**config.mk**
```make
export PLATFORM = sky130hd
export DESIGN_NAME = purge_voter
export DESIGN_NICKNAME = d
export VERILOG_FILES = /design/src/rtl/purge_voter.sv
export SDC_FILE = /design/constraint.sdc
export NUM_CORES = 1
export LEC_CHECK = 0
export CAP_MARGIN = 20
export CORE_MARGIN = 4
export CORE_UTILIZATION = 31
export CTS_BUF_LIST = sky130_fd_sc_hd__clkbuf_4 sky130_fd_sc_hd__clkbuf_8
export CTS_CLUSTER_SIZE = 30
export DETAILED_ROUTE_END_ITERATION = 12
export PLACE_DENSITY = 0.66
export SYNTH_ARGS = -nofsm -noshare
export SYNTH_HDL_FRONTEND = slang
export SYNTH_SLANG_ARGS = --single-unit
```
**constraint.sdc**
```tcl
create_clock -name clk -period 2.8 [get_ports clk]
set_input_delay 0.56 -clock clk [delete_from_list [all_inputs] [get_ports clk]]
set_output_delay 0.56 -clock clk [all_outputs]
set_load 0.005 [all_outputs]
```
**src/rtl/purge_voter.sv**
```systemverilog
module purge_voter #(
  parameter int N = 5,
  localparam int CW = $clog2(N + 1)
) (
  input  logic          clk,
  input  logic          rst_n,
  input  logic          in_valid,
  input  logic [N-1:0]  mod_bits,
  output logic          vote_out,
  output logic [N-1:0]  active_mask,
  output logic [CW-1:0] active_cnt,
  output logic          failed
);

  logic [CW-1:0] ones_c, cnt_c;
  logic [CW:0]   twice_ones;
  logic          tie, maj;

  always_comb begin
    ones_c = '0;
    cnt_c  = '0;
    for (int i = 0; i < N; i++) begin
      ones_c = ones_c + CW'(mod_bits[i] & active_mask[i]);
      cnt_c  = cnt_c + CW'(active_mask[i]);
    end
  end

  assign twice_ones = {ones_c, 1'b0};
  assign tie = (twice_ones == {1'b0, cnt_c});
  assign maj = (twice_ones > {1'b0, cnt_c});

  always_ff @(posedge clk) begin
    if (!rst_n) begin
      active_mask <= '1;
      vote_out    <= 1'b0;
    end else if (in_valid && !tie) begin
      vote_out    <= maj;
      active_mask <= active_mask & ~(mod_bits ^ {N{maj}});
    end
  end

  assign active_cnt = cnt_c;
  assign failed     = (cnt_c < CW'(2));

endmodule


```
==> Yosys cells after proc, flatten, opt, wreduce, memory -nomap -nowiden <==
Index checks and enable logic that the tools add are counted.
{ "totals": {"latch_bits": 0, "wordCells": 23, "ramBits": 0, "ff_bits": 6, "out_inout_bits": 10, "mem_count": 0, "in_bits": 8, "romBits": 0} }
{ "op_classes": {"n_lt_le_gt_ge": 2, "div_mod_pow": 0, "addsub": 8, "bitwise": 8, "reduce_logical": 2, "muxes": 0, "shift": 0, "multipliers": 0, "n_eq_ne": 1} }
{ "ops": {"columns": ["cell", "n"], "rows": [
  ["$add A3 B1 Y3", 4],
  ["$add A2 B1 Y3", 2],
  ["$and A1 B1 Y1", 5],
  ["$and A5 B5 Y5", 1],
  ["$not A5 Y5", 1],
  ["$xor A5 B5 Y5", 1],
  ["$add A1 B1 Y2", 2],
  ["$eq A4 B3 Y1", 1],
  ["$gt A4 B3 Y1", 1],
  ["$lt A3 B2 Y1 const B", 1],
  ["$logic_and A1 B1 Y1", 1],
  ["$logic_not A1 Y1", 1]
]} }

==> Longest topological paths before layout <==
Gate-level depths: netlist of run 1.
{ "depth": {"depth_word": 9, "mapped_depth": 12, "ltp_nobuf": 11} }

==> Least setup slack after synthesis of run 1 <==
OpenSTA, ideal clock, no wires.
{ "synth_path": {"kind": "input port to flip-flop", "startpoint": "input port mod_bits[0]", "endpoint": "register active_mask[0]", "path_slack_ns": -0.169, "required_time_ns": 2.719, "cell_stages": 8, "arrival_ns": 2.889, "setup_time_ns": 0.081, "n_path_buf": 1, "cell_sequence": "and2_1 > fa_1 > fa_1 > fa_1 > and3b_1 > buf_6 > or3_1 > a41oi_1"} }
{ "synth_via": {"elab_chain_cells": 9, "elab_cells_between_ends": 12, "classes_between": "4 x add/sub; 1 x order compare; 1 x eq/ne; 4 x bitwise; 2 x reduce/logical"} }
{ "synth_rtl": {"columns": ["item", "line_no", "text"], "rows": [
  ["start, declared", "8", "input logic [N-1:0] mod_bits,"],
  ["$and A1 B1 Y1", "23", "ones_c = ones_c + CW'(mod_bits[i] & active_mask[i]);"],
  ["$add A1 B1 Y2", "23", null],
  ["$add A2 B1 Y3", "23", null],
  ["$add A3 B1 Y3 (2 in a row)", "23", null],
  ["$gt A4 B3 Y1", "30", "assign maj = (twice_ones > {1'b0, cnt_c});"],
  ["$xor A5 B5 Y5", "38", "active_mask <= active_mask & ~(mod_bits ^ {N{maj}});"],
  ["$not A5 Y5", "38", null],
  ["$and A5 B5 Y5", "38", null],
  ["end signal, assigned", "38", null],
  ["end, declared", "10", "output logic [N-1:0] active_mask,"]
]} }
Parallel ways exist; a longest one is shown, timed or not.
A chain may end at the register's enable or synchronous reset.

==> Worst setup path after layout of run 1 <==
{ "layout_path": {"startpoint": "register active_mask[3]", "endpoint": "register active_mask[3]"} }
{ "layout_via": {"elab_chain_cells": 7, "elab_cells_between_ends": 12, "classes_between": "4 x add/sub; 1 x order compare; 1 x eq/ne; 4 x bitwise; 2 x reduce/logical"} }
{ "layout_rtl": {"columns": ["item", "line_no"], "rows": [
  ["$and A1 B1 Y1", "23"],
  ["$add A3 B1 Y3 (2 in a row)", "23"],
  ["$gt A4 B3 Y1", "30"],
  ["$xor A5 B5 Y5", "38"],
  ["$not A5 Y5", "38"],
  ["$and A5 B5 Y5", "38"]
]} }
Parallel ways exist; a longest one is shown, timed or not.

==> results.yml, run 1 <==
sta:
  max_slew_margin_pct: 68.69
  finalCritPeriodShare_pct: 101.2
  finalHoldViolCount: 0
  rsz0062_at_grt: "yes"
  setup_viol: 3
  fin_crit_ns: 2.834
  final_max_slew_viol_count: 0
  timing.setup.tns_ns: -0.05822
  layout_setup_ws_ns: -0.03418
  worst_pin_slew_ns: 0.4683
  fin_skew_ns: 0.0005367
  fmax_mhz: 352.8
route:
  final_antenna_net_count: 0
  vias_per_cell: 5.452
  drt_iter0_drc: 13
  wl_per_cell_um: 15.31
  wl_um: 1592
  remaining_drc_errors: 0
  vias: 567
  dr.pass1.iters: 5
synth:
  syn_inst: 58
  synth.cell_area_um2: 521.8
  ys_top_cells_by_area: "dfxtp_1, fa_1, ha_1"
  yosysWarningCount: 0
  ys.flop_type: "dfxtp_1"
  synth.avg_cell_area_um2: 8.996
  async_flop_share_pct: 0
  synth_edf_count: 0
  synth_nets: 75
  synth-seq-area-share_pct: 23.02
  ys_top_cells_by_count: "inv_1, dfxtp_1, nor2_1"
  synth_top_area_share_pct: 23.02
  ys_types: 17
  yosysTopAreaCell: "dfxtp_1"
  ys_seq_elements: 6
  synth.most_common_cell: "inv_1"
power_and_ir_drop:
  power.share.combinational_pct: 81.0
  vdd_drop_max_mv: 0.7844
  p_per_area_nw_per_um2: 1407
  finalPower_mw: 1.257
  leakage_nw: 0.3976
  switching_share_pct: 43.38
  p_clk_share_pct: 7.1
  p_switching_mw: 0.5455
  p_int_mw: 0.7118
  seq_power_share_pct: 11.9
clock_network:
  numCtsBuffers: 3
  htreeDepth: 1
  insertion_delay_ns: 0.26
  cts_sinks: 6
  cts_tree: "done"
  cts-root-buf: "clkbuf_4"
  clockBufferDepth: 2
  clk_pin_slew_ns: 0.05
placed_design:
  hpwl_um: 1023
  dp.cells: 98
  numPortBuffers: 17
  placed_cell_area_um2: 779.5
  place_congestion: 0.7726
worst_setup_path:
  crit_type: "flip-flop to flip-flop"
  crit_required_ns: 2.97
  cp-end-kind: "flip-flop"
  critical_path_arrival_ns: 3.01
  critPathMaxFanout: 6
  startpoint_type: "flip-flop"
flow_run:
  drv_cap: 0
floorplan:
  fp.coreArea_um2: 1541
  pin_count: 18
  start_util_pct: 33.85
  dieWidth_um: 49.03
  rows: 14
  die_h_um: 49.03
  fp.dieArea_um2: 2403
grt:
  grt-ovfl-total: 0
  grt_pass1_vias: 611
  grt_pass1_wl_um: 2691
  grt_usage_pct: 14.73
  antenna_found_initial: 0
  grt_max_degree: 12
layout:
  final_util_pct: 57.95
  stdcell_count: 104
  drive_gt1_share_pct: 50.00
  seq_area_um2: 123.9
  nNetsFinal: 107
  diodes: 0
  fin_area_um2: 893.4
  multi_input_area_um2: 449.2
  fill_cells: 142
  area_delta_synth_final_pct: 71.22
min_path:
  hold_path_class: "flip-flop to flip-flop"
run_status:
  violations: "setup timing"
  status: "complete, but fails checks"
==> placed cells by master, fill, tap and decap left out <==
cell	synthesis	routed
a41oi_2	0	5
and2_1	5	2
and2_4	0	3
and3b_2	0	2
and4bb_2	1	1
buf_2	0	3
buf_4	0	9
buf_6	1	2
clkbuf_4	0	3
clkdlybuf4s50_1	0	10
dfxtp_1	6	3
dfxtp_2	0	3
dlygate4sd2_1	0	4
fa_1	5	3
fa_2	0	2
ha_1	4	3
ha_4	0	1
inv_1	10	7
inv_2	0	3
nor2_1	6	6
nor3_1	1	1
nor4_2	0	1
o21ai_0	5	1
o21ai_1	0	2
o21ai_2	0	2
o21ba_2	1	1
or3_1	4	2
or3_4	0	3
==> critical path, cell delays in order, from the launching register on <==
cell,delay [ns]
dfxtp_2,0.33
inv_2,0.04
fa_1,0.54
inv_2,0.04
fa_2,0.38
ha_4,0.18
inv_2,0.05
fa_1,0.41
and3b_2,0.28
or3_4,0.34
a41oi_2,0.15
==> layer usage <==
layer / vias to the layer above / track usage, % / routed length [um]
met5: - / 0 / 0
met4: 0 / 7.175 / 31
met3: 6 / 5.810 / 112
met2: 22 / 25.87 / 851
met1: 277 / 14.90 / 597
li1: 262 / - / -
==> registers in the layout, summed over array words and instances (netlist names) <==
signal / count
active_mask: 5
vote_out: 1
==> power groups by stage <==
stage | combinational [mW] | clock (mW) | sequential [mW]
floorplan | 0.471 | 0 | 0.152
detailed placement | 0.786 | 0 | 0.147
global placement | 0.766 | 0 | 0.147
CTS | 0.849 | 0.0910 | 0.150
global route | 1.13 | 0.0954 | 0.155
finish | 1.02 | 0.0888 | 0.150
==> metrics by stage <==
stage / hold slack (ns) / setup WS [ns]
CTS: 0.5596 / -0.1044
finish: 0.5677 / -0.03418
detailed placement: 0.5512 / -0.6116
global placement: 0.5461 / -0.5633
global route: 0.5895 / -0.1254
floorplan: 0.4907 / -0.005340
==> cell families (layout without fill, tap and decap cells) <==
logic type / after synthesis / after routing / synth area share [%]
buf+inv: 12 / 41 / 10.31
flops: 6 / 6 / 23.02
simple gates: 20 / 21 / 22.78
compound gates: 11 / 11 / 15.11
fa+ha+maj: 9 / 9 / 28.78
==> worst paths after layout <==
kind	slack [ns]	depth (start not counted)	startpoint	to
worst min register to register	0.57	2	active_mask[4]$_SDFFE_PN1P_	active_mask[4]$_SDFFE_PN1P_
worst max-delay path	-0.03	10	active_mask[3]$_SDFFE_PN1P_	active_mask[3]$_SDFFE_PN1P_
worst max register to register	-0.03	10	active_mask[3]$_SDFFE_PN1P_	active_mask[3]$_SDFFE_PN1P_
worst min-delay path	0.57	2	active_mask[4]$_SDFFE_PN1P_	active_mask[4]$_SDFFE_PN1P_
==> cell type report <==
cell class	count	area share, %
Multi-Input combinational cell	41	50.28
Timing Repair Buffer	28	26.89
Sequential cell	6	13.87
Inverter	10	4.202
Clock buffer	3	2.521
Tap cell	16	2.241
==> repair_timing <==
item,in CTS,in global routing
setup buffers,1,1
pin swaps,10,8
gates resized for setup,27,16
cloned,1,0
hold buffers,0,0
setup endpoints to repair,9,6
Note: power is estimated with default switching activity, not from simulation.
==> run 2, diff against run 1 <==
--- a/config.mk
+++ b/config.mk
@@ -6,7 +6,7 @@
 export NUM_CORES = 1
 export LEC_CHECK = 0
 export CAP_MARGIN = 20
-export CORE_MARGIN = 4
+export CORE_MARGIN = 5
 export CORE_UTILIZATION = 31
 export CTS_BUF_LIST = sky130_fd_sc_hd__clkbuf_4 sky130_fd_sc_hd__clkbuf_8
 export CTS_CLUSTER_SIZE = 30
==> results.yml, run 2 (synthesis gave the netlist of run 1 again) <==
layout:
  fill_cells: 136
  nNetsFinal: 105
  final_common_cell: "clkdlybuf4s50_1"
  final_cell_mix: "clkdlybuf4s50_1, inv_1, buf_4"
  drive_gt1_share_pct: 45.35
  fin_area_um2: 888.4
  area_delta_synth_final_pct: 70.26
  reg_top3: "active_mask: 5 flops, vote_out: 1 flops"
  regMostFlops: "active_mask"
  diodes: 0
  largest_reg_flops: 5
placed_design:
  numPortBuffers: 17
  placed_cell_area_um2: 772.0
  hpwl_um: 1068
  place_congestion: 0.8249
worst_setup_path:
  rr_endpoint: "active_mask[0]$_SDFFE_PN1P_"
  cp-end-kind: "flip-flop"
  worst_r2r_path_depth: 10
  crit_required_ns: 2.97
  timing.rr.start: "active_mask[0]$_SDFFE_PN1P_"
  ff2ff_setup_slack_ns: 0.01
  startpoint_type: "flip-flop"
  critical_path_arrival_ns: 2.96
  critPathMaxFanout: 6
  crit_type: "flip-flop to flip-flop"
grt:
  grt_pass1_wl_um: 2573
  grt_pass1_vias: 594
  grt-ovfl-total: 0
  grt_max_degree: 11
  grt_usage_pct: 12.84
  antenna_found_initial: 0
sta:
  rsz0062_at_grt: "yes"
  final_max_slew_viol_count: 0
  fin_crit_ns: 2.790
  finalHoldViolCount: 0
  fmax_mhz: 358.4
  max_slew_margin_pct: 76.33
  finalCritPeriodShare_pct: 99.65
  fin_skew_ns: 0.002488
  whs_ns: 0.5964
  setup_viol: 0
  worst_pin_slew_ns: 0.3539
route:
  dr.pass1.iters: 3
  vias: 538
  final_antenna_net_count: 0
  wl_um: 1533
  vias_per_cell: 5.275
  wl_per_cell_um: 15.03
  drt_iter0_drc: 8
  remaining_drc_errors: 0
floorplan:
  dieWidth_um: 51.03
  pin_count: 18
  die_h_um: 51.03
  fp.dieArea_um2: 2604
  rows: 14
  fp.coreArea_um2: 1559
  start_util_pct: 33.47
power_and_ir_drop:
  p_int_mw: 0.6619
  leakage_nw: 0.4102
  p_per_area_nw_per_um2: 1320
  p_clk_share_pct: 7.0
  p_switching_mw: 0.5109
  switching_share_pct: 43.57
  power.share.combinational_pct: 79.9
  vdd_drop_max_mv: 0.6483
  seq_power_share_pct: 13.0
min_path:
  hold_path_class: "flip-flop to flip-flop"
  hold_depth: 2
  min_to: "active_mask[2]$_SDFFE_PN1P_"
  worstHoldStart: "active_mask[2]$_SDFFE_PN1P_"
clock_network:
  htreeDepth: 1
  clk_pin_slew_ns: 0.05
  numCtsBuffers: 3
  cts-root-buf: "clkbuf_4"
  ctsHoldBuffers: 0
  cts_sinks: 6
  insertion_delay_ns: 0.25
  cts_tree: "done"
  clockBufferDepth: 2
run_status:
  status: "complete, no violations"
flow_run:
  drv_cap: 0
==> run 2: cell count changes in the layout (fill, tap and decap cells not counted), sizes merged <==
cell          delta
dlygate4sd2      -2
buf              -2
dlymetal6s2s     +2
==> run 2: routing by layer <==
| metal | vias to the layer above | track usage, % | wire length [um] | share of wire, % |
|---|---|---|---|---|
| li1 | 259 | - | - | - |
| met1 | 259 | 14.95 | 623 | 41 |
| met2 | 18 | 22.53 | 766 | 50 |
| met3 | 2 | 5.523 | 123 | 8.0 |
| met4 | 0 | 1.345 | 20 | 1.3 |
| met5 | - | 0 | 0 | 0 |
==> run 2: area by class of cell <==
cell class | count | area [um^2] | area share [%]
multi-input combinational | 41 | 452.9 | 50.99
timing repair buffer | 26 | 232.7 | 26.20
sequential | 6 | 122.6 | 13.80
inverter | 10 | 37.54 | 4.225
clock buffer | 3 | 22.52 | 2.535
tap | 16 | 20.02 | 2.254
==> run 2: power by group through the flow <==
stage / Sequential (mW) / Combinational, mW / Clock (mW)
4_1_cts: 0.151 / 0.872 / 0.0845
2_1_floorplan: 0.152 / 0.471 / 0
6_report: 0.153 / 0.938 / 0.0825
5_1_grt: 0.159 / 1.04 / 0.0869
3_5_place_dp: 0.149 / 0.775 / 0
3_3_place_gp: 0.148 / 0.743 / 0
==> run 2: metrics by stage <==
stage	instances	utilization [%]	TNS [ns]	total power, mW	setup slack, ns
floorplan	58	-	-0.005340	0.6239	-0.005340
global placement	97	49.52	-3.110	0.8905	-0.5556
detailed placement	97	49.52	-3.414	0.9232	-0.6246
CTS	102	54.65	-0.02264	1.107	-0.02264
global route	102	56.98	-0.4528	1.282	-0.1253
finish	102	56.98	0	1.173	0.009706
==> run 2: critical path, stage by stage (launching register included) <==
cell and delay (ns):
dfxtp_2 0.34, inv_2 0.04, fa_1 0.52, inv_1 0.05
fa_2 0.36, ha_4 0.17, inv_2 0.05, fa_1 0.41
and3b_2 0.28, or3_4 0.37, a41oi_2 0.12
==> run 2: repair_timing <==
item	CTS	global route
setup endpoints to repair	8	8
pin swaps	8	3
setup buffers	1	0
gates resized for setup	28	9
cloned	1	0
==> run 2: worst max path at each step <==
stage,slack [ns],from,endpoint,cells past startpoint
finish,0.01,active_mask[0]$_SDFFE_PN1P_,active_mask[0]$_SDFFE_PN1P_,10
global route,-0.13,active_mask[0]$_SDFFE_PN1P_,active_mask[0]$_SDFFE_PN1P_,10
CTS,-0.02,active_mask[0]$_SDFFE_PN1P_,active_mask[0]$_SDFFE_PN1P_,8
detailed placement,-0.62,mod_bits[3],active_mask[4]$_SDFFE_PN1P_,8
global placement,-0.56,mod_bits[3],active_mask[1]$_SDFFE_PN1P_,8
floorplan,-0.005,mod_bits[3],active_mask[0]$_SDFFE_PN1P_,8
==> run 3, diff against run 2 <==
--- a/config.mk
+++ b/config.mk
@@ -12,6 +12,7 @@
 export CTS_CLUSTER_SIZE = 30
 export DETAILED_ROUTE_END_ITERATION = 12
 export PLACE_DENSITY = 0.66
+export REMOVE_ABC_BUFFERS = 1
 export SYNTH_ARGS = -nofsm -noshare
 export SYNTH_HDL_FRONTEND = slang
 export SYNTH_SLANG_ARGS = --single-unit
==> constraint.sdc (replaced) <==
create_clock -name clk -period 2.8 [get_ports clk]
set_input_delay 0.56 -clock clk [delete_from_list [all_inputs] [get_ports clk]]
set_output_delay 0.56 -clock clk [all_outputs]
set_load 0.02 [all_outputs]
==> results.yml, run 3 (synthesis gave the netlist of run 1 again) <==
placed_design:
  place_congestion: 0.7517
  hpwl_um: 1070
  numPortBuffers: 17
  dp.cells: 102
sta:
  timing.setup.tns_ns: -0.03964
  fmax_mhz: 354.3
  whs_ns: 0.5784
  rsz0062_at_grt: "yes"
  max_slew_margin_pct: 76.22
  finalCritPeriodShare_pct: 100.8
  worst_pin_slew_ns: 0.3556
  layout_setup_ws_ns: -0.02268
  finalHoldViolCount: 0
  fin_skew_ns: 0.003690
  fin_crit_ns: 2.823
  final_max_slew_viol_count: 0
  setup_viol: 5
route:
  remaining_drc_errors: 0
  vias: 560
  final_antenna_net_count: 0
  dr.pass1.iters: 4
  wl_per_cell_um: 14.75
  vias_per_cell: 5.283
  wl_um: 1563
  drt_iter0_drc: 8
layout:
  regMostFlops: "active_mask"
  diodes: 0
  fill_cells: 132
  nNetsFinal: 109
  drive_gt1_share_pct: 52.22
  area_delta_synth_final_pct: 76.26
  reg_top3: "active_mask: 5 flops, vote_out: 1 flops"
  final_cell_mix: "clkdlybuf4s50_1, buf_4, inv_1, nor2_1, a41oi_2"
  stdcell_count: 106
  largest_reg_flops: 5
worst_setup_path:
  critPathMaxFanout: 5
  slowest_stage: "fa_1"
  cp_common_cell: "inv_2"
  worst_r2r_path_depth: 10
  critPathTopFamily: "adder cells"
  critical_path_arrival_ns: 3.00
  crit_type: "flip-flop to flip-flop"
  crit_chain: "inv_2, fa_1, inv_2, fa_2, ha_4, inv_2, fa_1, and3b_2, or3_4, a41oi_2"
  cp-end-kind: "flip-flop"
  rr_endpoint: "active_mask[3]$_SDFFE_PN1P_"
  crit_required_ns: 2.98
  cp_slowest_stage_delay_ns: 0.54
  ff2ff_setup_slack_ns: -0.02
  timing.rr.start: "active_mask[3]$_SDFFE_PN1P_"
  startpoint_type: "flip-flop"
  crit_buf_inv: 3
clock_network:
  clockBufferDepth: 2
  clk_pin_slew_ns: 0.05
  cts-root-buf: "clkbuf_4"
  post_cts_buffers: 0
  cts_tree: "done"
  insertion_delay_ns: 0.26
  htreeDepth: 1
  cts_sinks: 6
  numCtsBuffers: 3
run_status:
  violations: "setup timing"
  status: "complete, but fails checks"
floorplan:
  dieWidth_um: 51.03
  die_h_um: 51.03
  fp.dieArea_um2: 2604
  pin_count: 18
  start_util_pct: 33.47
  fp.coreArea_um2: 1559
  rows: 14
flow_run:
  drv_cap: 0
grt:
  grt_max_degree: 7
  grt_usage_pct: 13.18
  grt-ovfl-total: 0
  grt_pass1_vias: 592
  grt_pass1_wl_um: 2580
  antenna_found_initial: 0
min_path:
  hold_path_class: "flip-flop to flip-flop"
  hold_depth: 2
  min_to: "active_mask[4]$_SDFFE_PN1P_"
  worstHoldStart: "active_mask[4]$_SDFFE_PN1P_"
[run 3: cell types whose count changed in the layout (fill, tap and decap cells not counted), moves of 2 or more]
cell,delta
buf_4,+3
dlymetal6s2s_1,-2
inv_1,-2
inv_2,+2
o21ai_0,-2
[run 3: timing repair]
item / in CTS / in global routing
endpoints found under the setup margin: 10 / 7
cloned: 1 / 0
gates resized for setup: 38 / 13
pin swaps: 12 / 11
hold buffers: 0 / 0
[run 3: area by class of cell]
| class | instances | area [um^2] | area share [%] |
|---|---|---|---|
| Sequential cell | 6 | 123.9 | 13.47 |
| Multi-Input combinational cell | 41 | 460.4 | 50.07 |
| Tap cell | 16 | 20.02 | 2.177 |
| Clock buffer | 3 | 22.52 | 2.449 |
| Inverter | 10 | 37.54 | 4.082 |
| Timing Repair Buffer | 30 | 255.2 | 27.76 |
[run 3: metrics by stage]
| stage | cell area, um^2 | utilization (%) | setup slack [ns] |
|---|---|---|---|
| 2_1_floorplan | 505.5 | - | -0.3589 |
| 6_report | 919.6 | 58.99 | -0.02268 |
| 5_1_grt | 919.6 | 58.99 | -0.1664 |
| 3_5_place_dp | 793.3 | 50.88 | -0.7883 |
| 4_1_cts | 883.3 | 56.66 | -0.08608 |
| 3_3_place_gp | 793.3 | 50.88 | -0.7098 |
[run 3: per-layer routing]
metal,global-route usage [%],wire length (um),up-vias
met5,0,0,-
met4,7.623,23,0
met3,2.907,96,4
met2,20.82,768,21
met1,16.46,675,271
li1,-,-,264
[run 3: worst max-delay path by stage]
stage,from,to,cells past startpoint
2_1_floorplan,active_mask[0]$_SDFFE_PN1P_,active_mask[4]$_SDFFE_PN1P_,10
5_1_grt,active_mask[3]$_SDFFE_PN1P_,active_mask[3]$_SDFFE_PN1P_,10
3_3_place_gp,mod_bits[0],active_mask[4]$_SDFFE_PN1P_,8
4_1_cts,active_mask[3]$_SDFFE_PN1P_,active_mask[3]$_SDFFE_PN1P_,8
3_5_place_dp,mod_bits[0],active_mask[4]$_SDFFE_PN1P_,8
6_report,active_mask[3]$_SDFFE_PN1P_,active_mask[3]$_SDFFE_PN1P_,10
[run 3: worst min-delay path: cells and delay by family, from the launching register on]
family / cells / cell delay [ns]
AND/OR/NAND/NOR: 1 / 0.15
flip-flops: 1 / 0.33
AO/OA/AOI/OAI: 1 / 0.05
Power of run 3 is left out: the tool's default activity adds up to more than one toggle a clock period on the data nets, which glitch-free logic cannot reach.
